==> src/rtl/mux_bus_seq.sv <==
module mux_bus_seq #(
  parameter int AW       = 20,
  parameter int DW       = 8,
  parameter int MAX_WAIT = 6
) (
  input  logic             clk,
  input  logic             rst_n,
  input  logic             req,
  input  logic             req_wr,
  input  logic             req_io,
  input  logic [AW-1:0]    req_addr,
  input  logic [DW-1:0]    req_wdata,
  input  logic             ready,
  input  logic [DW-1:0]    ad_in,
  output logic [DW-1:0]    ad_out,
  output logic             ad_oe,
  output logic [AW-DW-1:0] a_hi,
  output logic [AW-1:0]    lat_addr,
  output logic             ale,
  output logic             rd_n,
  output logic             wr_n,
  output logic             den_n,
  output logic             dt_r,
  output logic             io_m,
  output logic             busy,
  output logic [DW-1:0]    rdata,
  output logic             rdata_vld,
  output logic             timeout
);
  localparam int WCW = $clog2(MAX_WAIT + 1);
  localparam logic [WCW-1:0] WLIM = WCW'(MAX_WAIT);

  typedef enum logic [2:0] {S_IDLE, S_T1, S_T2, S_TW, S_T3, S_T4} phase_t;

  phase_t          st;
  logic [AW-1:0]   addr_q;
  logic [DW-1:0]   wdata_q;
  logic            wr_q, io_q;
  logic [WCW-1:0]  wcnt;
  logic            act;

  assign busy   = (st != S_IDLE);
  assign ale    = (st == S_T1);
  assign act    = (st == S_T2) || (st == S_TW) || (st == S_T3);
  assign rd_n   = !(act && !wr_q);
  assign wr_n   = !(act && wr_q);
  assign den_n  = !act;
  assign ad_oe  = ale || (act && wr_q);
  assign ad_out = ale ? addr_q[DW-1:0] : wdata_q;
  assign a_hi   = busy ? addr_q[AW-1:DW] : '0;
  assign dt_r   = busy ? wr_q : 1'b1;
  assign io_m   = busy ? io_q : 1'b0;

  always_ff @(posedge clk) begin
    if (!rst_n) begin
      st        <= S_IDLE;
      addr_q    <= '0;
      wdata_q   <= '0;
      wr_q      <= 1'b0;
      io_q      <= 1'b0;
      wcnt      <= '0;
      lat_addr  <= '0;
      rdata     <= '0;
      rdata_vld <= 1'b0;
      timeout   <= 1'b0;
    end else begin
      rdata_vld <= 1'b0;
      if (ale) lat_addr <= {a_hi, ad_out};
      case (st)
        S_IDLE: if (req) begin
          st      <= S_T1;
          addr_q  <= req_addr;
          wdata_q <= req_wdata;
          wr_q    <= req_wr;
          io_q    <= req_io;
          timeout <= 1'b0;
        end
        S_T1: st <= S_T2;
        S_T2: begin
          wcnt <= WCW'(1);
          st   <= ready ? S_T3 : S_TW;
        end
        S_TW: begin
          if (ready) st <= S_T3;
          else if (wcnt == WLIM) begin
            st      <= S_T4;
            timeout <= 1'b1;
          end else wcnt <= wcnt + WCW'(1);
        end
        S_T3: begin
          st <= S_T4;
          if (!wr_q) begin
            rdata     <= ad_in;
            rdata_vld <= 1'b1;
          end
        end
        default: st <= S_IDLE;
      endcase
    end
  end
endmodule

==> config.mk <==
export PLATFORM = sky130hd
export DESIGN_NAME = mux_bus_seq
export DESIGN_NICKNAME = d
export VERILOG_FILES = /design/src/rtl/mux_bus_seq.sv
export SDC_FILE = /design/constraint.sdc
export NUM_CORES = 1
export LEC_CHECK = 0
export ABC_AREA = 1
export BUFFER_PORTS_ARGS = -buffer_cell sky130_fd_sc_hd__buf_2
export CAP_MARGIN = 5
export CORE_MARGIN = 10
export CORE_UTILIZATION = 45
export DETAILED_ROUTE_END_ITERATION = 12
export PLACE_DENSITY = 0.74
export SLEW_MARGIN = 20
export SYNTH_ARGS = -nofsm -noshare
export SYNTH_HDL_FRONTEND = slang
export SYNTH_SLANG_ARGS = --single-unit
==> constraint.sdc <==
create_clock -name clk -period 1.4 [get_ports clk]
set_input_delay 0.14 -clock clk [delete_from_list [all_inputs] [get_ports clk]]
set_output_delay 0.14 -clock clk [all_outputs]
set_load 0.005 [all_outputs]
==> impl_metrics.prom, run 1 <==
# TYPE chip_impl_metric gauge
chip_impl_info{name="crit_chain",value="nor3_4, buf_4, buf_16, o21ai_0, buf_2"} 1
chip_impl_metric{name="flow.area_growth_from_synthesis",unit="%"} 46.8
chip_impl_info{name="cp_launch_type",value="flip-flop"} 1
chip_impl_metric{name="grt_start_max_net_pins",unit=""} 39
chip_impl_info{name="post_synth_main_area_contributors",value="dfxtp_1 (51%), a21oi_1 (12%), nand2_1 (7.8%)"} 1
chip_impl_info{name="synth.largest_area_cell",value="dfxtp_1"} 1
chip_impl_metric{name="cts_htree_levels",unit=""} 3
chip_impl_metric{name="max_slew.worst_pin.slew",unit="ns"} 0.509
chip_impl_metric{name="numPlacedInstances",unit=""} 501
chip_impl_info{name="grt_setup_unrepaired",value="yes"} 1
chip_impl_metric{name="floorplan.initialDensity",unit="%"} 46.7
chip_impl_metric{name="max_freq",unit="MHz"} 617
chip_impl_metric{name="max_cap_violations",unit=""} 0
chip_impl_metric{name="clock_tree.buffer_depth",unit=""} 2
chip_impl_metric{name="vias",unit=""} 2710
chip_impl_metric{name="num_antenna_cells",unit=""} 0
chip_impl_metric{name="mappedNetlistArea",unit="um2"} 2600
chip_impl_metric{name="design.portCount",unit=""} 100
chip_impl_metric{name="crit_path_max_fanout",unit=""} 12
chip_impl_metric{name="layout_worst_path_cycle_share",unit="%"} 116
chip_impl_metric{name="detailedPlace.worstSlack",unit="ns"} 0.0523
chip_impl_metric{name="final_core_utilization",unit="%"} 68.5
chip_impl_metric{name="antenna_left",unit=""} 0
chip_impl_metric{name="worst_ir_drop_vdd",unit="V"} 0.000984
chip_impl_metric{name="ys_seq_elements",unit=""} 66
chip_impl_metric{name="synth_top_area_share",unit="%"} 50.8
chip_impl_metric{name="finalMaxSlewViolations",unit=""} 0
chip_impl_metric{name="number_of_port_buffers",unit=""} 99
chip_impl_metric{name="fin_hold_ws",unit="ns"} 0.0655
chip_impl_metric{name="synth.distinct_cells",unit=""} 20
chip_impl_metric{name="setup-violations-final",unit=""} 26
chip_impl_metric{name="stdcell_count",unit=""} 533
chip_impl_metric{name="antenna_violations_before_repair",unit=""} 0
chip_impl_metric{name="hold_viol",unit=""} 0
chip_impl_metric{name="grt_pass1_wl",unit="um"} 12800
chip_impl_info{name="ctsRootBufferMaster",value="clkbuf_8"} 1
chip_impl_info{name="cts_tree",value="built"} 1
chip_impl_metric{name="global_route.overflow_total",unit=""} 0
chip_impl_metric{name="clk_pin_slew",unit="ns"} 0.07
chip_impl_info{name="criticalPathCategory",value="flip-flop to output pin"} 1
chip_impl_metric{name="routedWlPerCell",unit="um"} 15.7
chip_impl_info{name="run_status",value="finished with violations"} 1
chip_impl_metric{name="cts-buffers-inserted",unit=""} 9
chip_impl_metric{name="drt_iter0_markers",unit=""} 150
chip_impl_metric{name="die_area",unit="um2"} 9230
chip_impl_info{name="violations",value="setup timing"} 1
chip_impl_metric{name="crit_arrival",unit="ns"} 1.48
chip_impl_metric{name="floorplan.die.width",unit="um"} 96.1
chip_impl_metric{name="slew_margin_rel",unit="%"} 66.0
chip_impl_metric{name="layout-drive-gt1-share",unit="%"} 38.0
chip_impl_metric{name="post_synth.cell_area_avg",unit="um2"} 7.63
chip_impl_metric{name="setup_total_negative_slack",unit="ns"} -3.77
chip_impl_info{name="crit_slowest_cell",value="dfxtp_4"} 1
chip_impl_metric{name="period_needed",unit="ns"} 1.62
chip_impl_metric{name="synth_seq_area_share",unit="%"} 50.8
chip_impl_metric{name="power.static_leakage",unit="uW"} 0.00174
chip_impl_metric{name="avgViaCountPerCell",unit=""} 5.08
chip_impl_metric{name="syn-num-nets",unit=""} 385
chip_impl_info{name="hp-class",value="primary input to flip-flop"} 1
chip_impl_metric{name="quantity_of_hold_fixing_buffers_added_after_cts",unit=""} 0
chip_impl_metric{name="worst_path_largest_cell_delay",unit="ns"} 0.37
chip_impl_metric{name="post-dp-hpwl",unit="um"} 5290
chip_impl_metric{name="wp_data_required",unit="ns"} 1.26
chip_impl_metric{name="height_of_the_chip",unit="um"} 96.1
chip_impl_metric{name="floorplan.core_area",unit="um2"} 5570
chip_impl_metric{name="powerDensity",unit="nW/um2"} 1470
chip_impl_info{name="worst_setup_path_end_kind",value="output pin"} 1
chip_impl_metric{name="grt_pass1_vias",unit=""} 2644
chip_impl_metric{name="globalRouteTotalUtil",unit="%"} 17.4
chip_impl_metric{name="synth_warnings",unit=""} 0
chip_impl_metric{name="insertion_delay",unit="ns"} 0.34
chip_impl_metric{name="num-nets-final",unit=""} 500
chip_impl_metric{name="placementRows",unit=""} 27
chip_impl_metric{name="detail_route.drc_violations",unit=""} 0
chip_impl_metric{name="synth_cells",unit=""} 341
chip_impl_metric{name="totalWireLength",unit="um"} 8350
chip_impl_metric{name="skew",unit="ns"} 0.00578
chip_impl_metric{name="globalplace.congestion",unit=""} 0.845
chip_impl_metric{name="drt-pass1-iter-count",unit=""} 4
chip_impl_metric{name="cts_num_sinks",unit=""} 66
chip_impl_metric{name="slack_of_the_critical_path",unit="ns"} -0.222
-- stage by stage --
stage                     cell area [um2]  total power, uW
after floorplan                      2600             2870
after global placement               3220             3380
after detailed placement             3220             3400
after CTS                            3650             5390
after global routing                 3820             5890
final                                3820             5610
-- layout make-up --
type                       instances  area [um2]
inverter                          39         161
timing repair buffer             124         861
fill                             421        1750
sequential                        66        1330
clock buffer                      15         186
tap                               72        90.1
clock inverter                     1        30.0
multi-input combinational        216        1160
-- what timing repair did --
item / in CTS / in global routing
gates resized for setup: 27 / 42
setup buffers: 12 / 5
cloned: 2 / 1
pin swaps: 2 / 1
setup endpoints to repair: 28 / 47
-- worst max-delay path, delay by kind of cell, from the launching register on --
| kind | cells | cell delay, ns |
|---|---|---|
| flops | 1 | 0.37 |
| compound gates | 1 | 0.08 |
| simple gates | 1 | 0.25 |
| buf+inv | 3 | 0.44 |
-- sequential cells by signal (all words and copies together), names as in the netlist --
signal / flops
addr_q: 20
io_q: 1
lat_addr: 20
rdata: 8
rdata_vld: 1
st: 3
timeout: 1
wcnt: 3
wdata_q: 8
wr_q: 1
-- synth_stat cells, drive strengths merged --
cell / count
dfxtp: 66
a21oi: 62
nand2: 55
o21ai: 43
inv: 39
nand3: 27
nor2: 24
buf: 12
clkbuf: 8
ha: 2
nor3: 2
nand4: 1
-- layer usage --
metal	wire [um]	share of wire, %	up-vias	track usage, %
met5	0	0	-	0
met4	133	1.6	0	5.77
met3	923	11	13	8.48
met2	3950	47	124	26.9
met1	3350	40	1225	20.8
li1	-	-	1348	-
-- kinds of logic after synthesis --
family,Yosys count,share of synthesized area (%)
compound gates,105,20.2
flops,66,50.8
buf+inv,59,9.47
fa+ha+maj,2,0.961
simple gates,109,18.6
-- layout by cell type (no fill, tap or decap), types with 5 or more instances in the layout --
cell	count
o21ai_1	8
buf_12	7
nor2_1	8
nand2_1	51
nor2_2	5
inv_1	32
clkbuf_8	13
buf_4	13
nor2_4	11
buf_6	6
buf_2	95
nand3_1	25
a21oi_1	62
dfxtp_1	63
o21ai_0	32
-- final timing paths --
| kind | end | slack (ns) | cells after the start | from |
|---|---|---|---|---|
| setup / recovery | ad_out[3] | -0.22 | 5 | st[1] |
| hold / removal | io_q | 0.07 | 3 | req_io |
| setup reg to reg | wdata_q[1] | 0.03 | 6 | st[0] |
| hold reg to reg | wdata_q[2] | 0.45 | 2 | wdata_q[2] |
-- report_power, final --
| group | switching (uW) | internal (uW) |
|---|---|---|
| Clock | 703 | 1020 |
| Sequential | 101 | 2090 |
| Combinational | 907 | 781 |
No activity file was read; power rests on OpenSTA's default activity.
==> run 2: changes to the inputs <==
--- a/config.mk
+++ b/config.mk
@@ -10,6 +10,7 @@
 export CAP_MARGIN = 5
 export CORE_MARGIN = 10
 export CORE_UTILIZATION = 45
+export CTS_BUF_LIST = sky130_fd_sc_hd__clkbuf_4 sky130_fd_sc_hd__clkbuf_8
 export DETAILED_ROUTE_END_ITERATION = 12
 export PLACE_DENSITY = 0.74
 export SLEW_MARGIN = 20
==> run 2 against run 1 <==
The flow still finishes with violations (setup timing); core utilization grew 0.13 points; global-route usage is the same; final cell count is the same; maximum frequency is essentially flat; die area is the same; largest cell class unchanged; largest power group unchanged; highest routed layer unchanged.
==> impl_metrics.prom, run 2 (synthesis results as in run 1) <==
# TYPE chip_impl_metric gauge
chip_impl_info{name="run_status",value="finished with violations"} 1
chip_impl_metric{name="global_route.overflow_total",unit=""} 0
chip_impl_metric{name="antenna_left",unit=""} 0
chip_impl_metric{name="globalRouteTotalUtil",unit="%"} 17.4
chip_impl_metric{name="antenna_violations_before_repair",unit=""} 0
chip_impl_info{name="cts_tree",value="built"} 1
chip_impl_info{name="worst_setup_path_end_kind",value="output pin"} 1
chip_impl_metric{name="crit_path_max_fanout",unit=""} 19
chip_impl_metric{name="max_slew.worst_pin.slew",unit="ns"} 0.500
chip_impl_metric{name="floorplan.die.width",unit="um"} 96.1
chip_impl_metric{name="fin_area",unit="um2"} 3830
chip_impl_metric{name="crit_arrival",unit="ns"} 1.48
chip_impl_metric{name="grt_pass1_wl",unit="um"} 12800
chip_impl_metric{name="num_antenna_cells",unit=""} 0
chip_impl_info{name="hp-class",value="primary input to flip-flop"} 1
chip_impl_info{name="reg.largest.list",value="addr_q x20, lat_addr x20"} 1
chip_impl_metric{name="setup_total_negative_slack",unit="ns"} -3.68
chip_impl_metric{name="layout-drive-gt1-share",unit="%"} 38.4
chip_impl_metric{name="placementRows",unit=""} 27
chip_impl_metric{name="clk_pin_slew",unit="ns"} 0.07
chip_impl_metric{name="design.portCount",unit=""} 100
chip_impl_metric{name="period_needed",unit="ns"} 1.62
chip_impl_metric{name="hold_viol",unit=""} 0
chip_impl_info{name="ctsRootBufferMaster",value="clkbuf_8"} 1
chip_impl_metric{name="reg2reg_depth",unit=""} 6
chip_impl_metric{name="slew_margin_rel",unit="%"} 66.6
chip_impl_metric{name="skew",unit="ns"} 0.00619
chip_impl_metric{name="drt-pass1-iter-count",unit=""} 4
chip_impl_metric{name="num-nets-final",unit=""} 500
chip_impl_metric{name="finalMaxSlewViolations",unit=""} 0
chip_impl_info{name="rr_endpoint",value="addr_q[8]"} 1
chip_impl_metric{name="grt_start_max_net_pins",unit=""} 39
chip_impl_metric{name="cts_htree_levels",unit=""} 3
chip_impl_metric{name="clock_tree.buffer_depth",unit=""} 2
chip_impl_metric{name="max_cap_violations",unit=""} 0
chip_impl_metric{name="drt_iter0_markers",unit=""} 143
chip_impl_metric{name="height_of_the_chip",unit="um"} 96.1
chip_impl_metric{name="final_core_utilization",unit="%"} 68.7
chip_impl_info{name="criticalPathCategory",value="flip-flop to output pin"} 1
chip_impl_metric{name="worstHoldPathCells",unit=""} 3
chip_impl_metric{name="routedWlPerCell",unit="um"} 15.7
chip_impl_metric{name="avgViaCountPerCell",unit=""} 5.16
chip_impl_metric{name="totalWireLength",unit="um"} 8340
chip_impl_metric{name="grt_pass1_vias",unit=""} 2647
chip_impl_metric{name="max_freq",unit="MHz"} 617
chip_impl_metric{name="worst_ir_drop_vdd",unit="V"} 0.000988
chip_impl_metric{name="detail_route.drc_violations",unit=""} 0
chip_impl_metric{name="setup-violations-final",unit=""} 26
chip_impl_metric{name="cts-buffers-inserted",unit=""} 9
chip_impl_info{name="grt_setup_unrepaired",value="yes"} 1
chip_impl_metric{name="cts_num_sinks",unit=""} 66
chip_impl_info{name="worstSetupEndpoint",value="ale"} 1
chip_impl_metric{name="timing.reg2reg.setup_slack",unit="ns"} 0.04
chip_impl_metric{name="flow.area_growth_from_synthesis",unit="%"} 47.1
chip_impl_metric{name="layout_worst_path_cycle_share",unit="%"} 116
chip_impl_metric{name="quantity_of_hold_fixing_buffers_added_after_cts",unit=""} 0
chip_impl_metric{name="insertion_delay",unit="ns"} 0.34
chip_impl_info{name="mostFrequentLayoutCell",value="buf_2"} 1
chip_impl_metric{name="die_area",unit="um2"} 9230
chip_impl_metric{name="floorplan.core_area",unit="um2"} 5570
chip_impl_metric{name="globalplace.congestion",unit=""} 0.845
chip_impl_metric{name="power.static_leakage",unit="uW"} 0.00175
chip_impl_info{name="worst_setup_path_startpoint",value="st[1]"} 1
chip_impl_info{name="cp_launch_type",value="flip-flop"} 1
chip_impl_metric{name="wp_data_required",unit="ns"} 1.26
chip_impl_metric{name="dpl_cell_area",unit="um2"} 3220
chip_impl_info{name="violations",value="setup timing"} 1
chip_impl_metric{name="post-dp-hpwl",unit="um"} 5290
chip_impl_metric{name="vias",unit=""} 2750
chip_impl_info{name="worst_reg2reg_startpoint",value="st[0]"} 1
chip_impl_metric{name="floorplan.initialDensity",unit="%"} 46.7
chip_impl_info{name="layout.cells.most_common_list",value="buf_2 (95), dfxtp_1 (63), a21oi_1 (62)"} 1
chip_impl_metric{name="powerDensity",unit="nW/um2"} 1470
chip_impl_metric{name="number_of_port_buffers",unit=""} 99
chip_impl_metric{name="slack_of_the_critical_path",unit="ns"} -0.221
[run 2: worst min-delay path by stage]
| stage | slack [ns] | start | end |
|---|---|---|---|
| global placement | 0.40 | req_wdata[7] | wdata_q[7] |
| global route | 0.06 | ad_in[1] | rdata[1] |
| detailed placement | 0.41 | req_io | io_q |
| CTS | 0.05 | req_addr[5] | addr_q[5] |
| floorplan | 0.30 | req_addr[1] | addr_q[1] |
| finish | 0.07 | req_io | io_q |
[run 2: worst max-delay path, cell delays in order (launching register included)]
cell     delay, ns
dfxtp_4       0.37
nor3_4        0.25
buf_12        0.18
buf_12        0.11
buf_12        0.13
buf_6         0.10
[run 2: through the flow]
step	hold WS (ns)	instances	setup WS, ns	total power [uW]
3_3_place_gp	0.404	501	0.117	3380
3_5_place_dp	0.411	501	0.0523	3400
5_1_grt	0.0564	533	-0.288	5930
4_1_cts	0.0547	531	-0.204	5430
2_1_floorplan	0.300	341	0.256	2870
6_report	0.0667	533	-0.221	5640
[run 2: what timing repair did]
action / CTS / global route
endpoints found under the hold margin: 0 / 0
endpoints found under the setup margin: 28 / 47
pin swaps: 2 / 1
cloned: 2 / 1
resized for setup: 27 / 42
buffers inserted: 12 / 5
[run 2: routing by layer]
metal | vias to the layer above | GRT usage, % | routed length [um] | share of wire [%]
met4 | 0 | 5.77 | 142 | 1.7
met2 | 115 | 26.9 | 3960 | 47
met5 | - | 0 | 0 | 0
met1 | 1273 | 20.8 | 3370 | 40
met3 | 14 | 8.48 | 872 | 10
li1 | 1348 | - | - | -
[run 2: layout make-up]
type | instances | area [um2]
sequential | 66 | 1330
tap | 72 | 90.1
multi-input combinational | 216 | 1160
fill | 420 | 1750
inverter | 39 | 161
timing repair buffer | 124 | 861
clock buffer | 15 | 194
clock inverter | 1 | 30.0
[run 2: power breakdown]
part           switching (uW)  internal [uW]
sequential                100           2090
clock                     701           1060
combinational             907            781
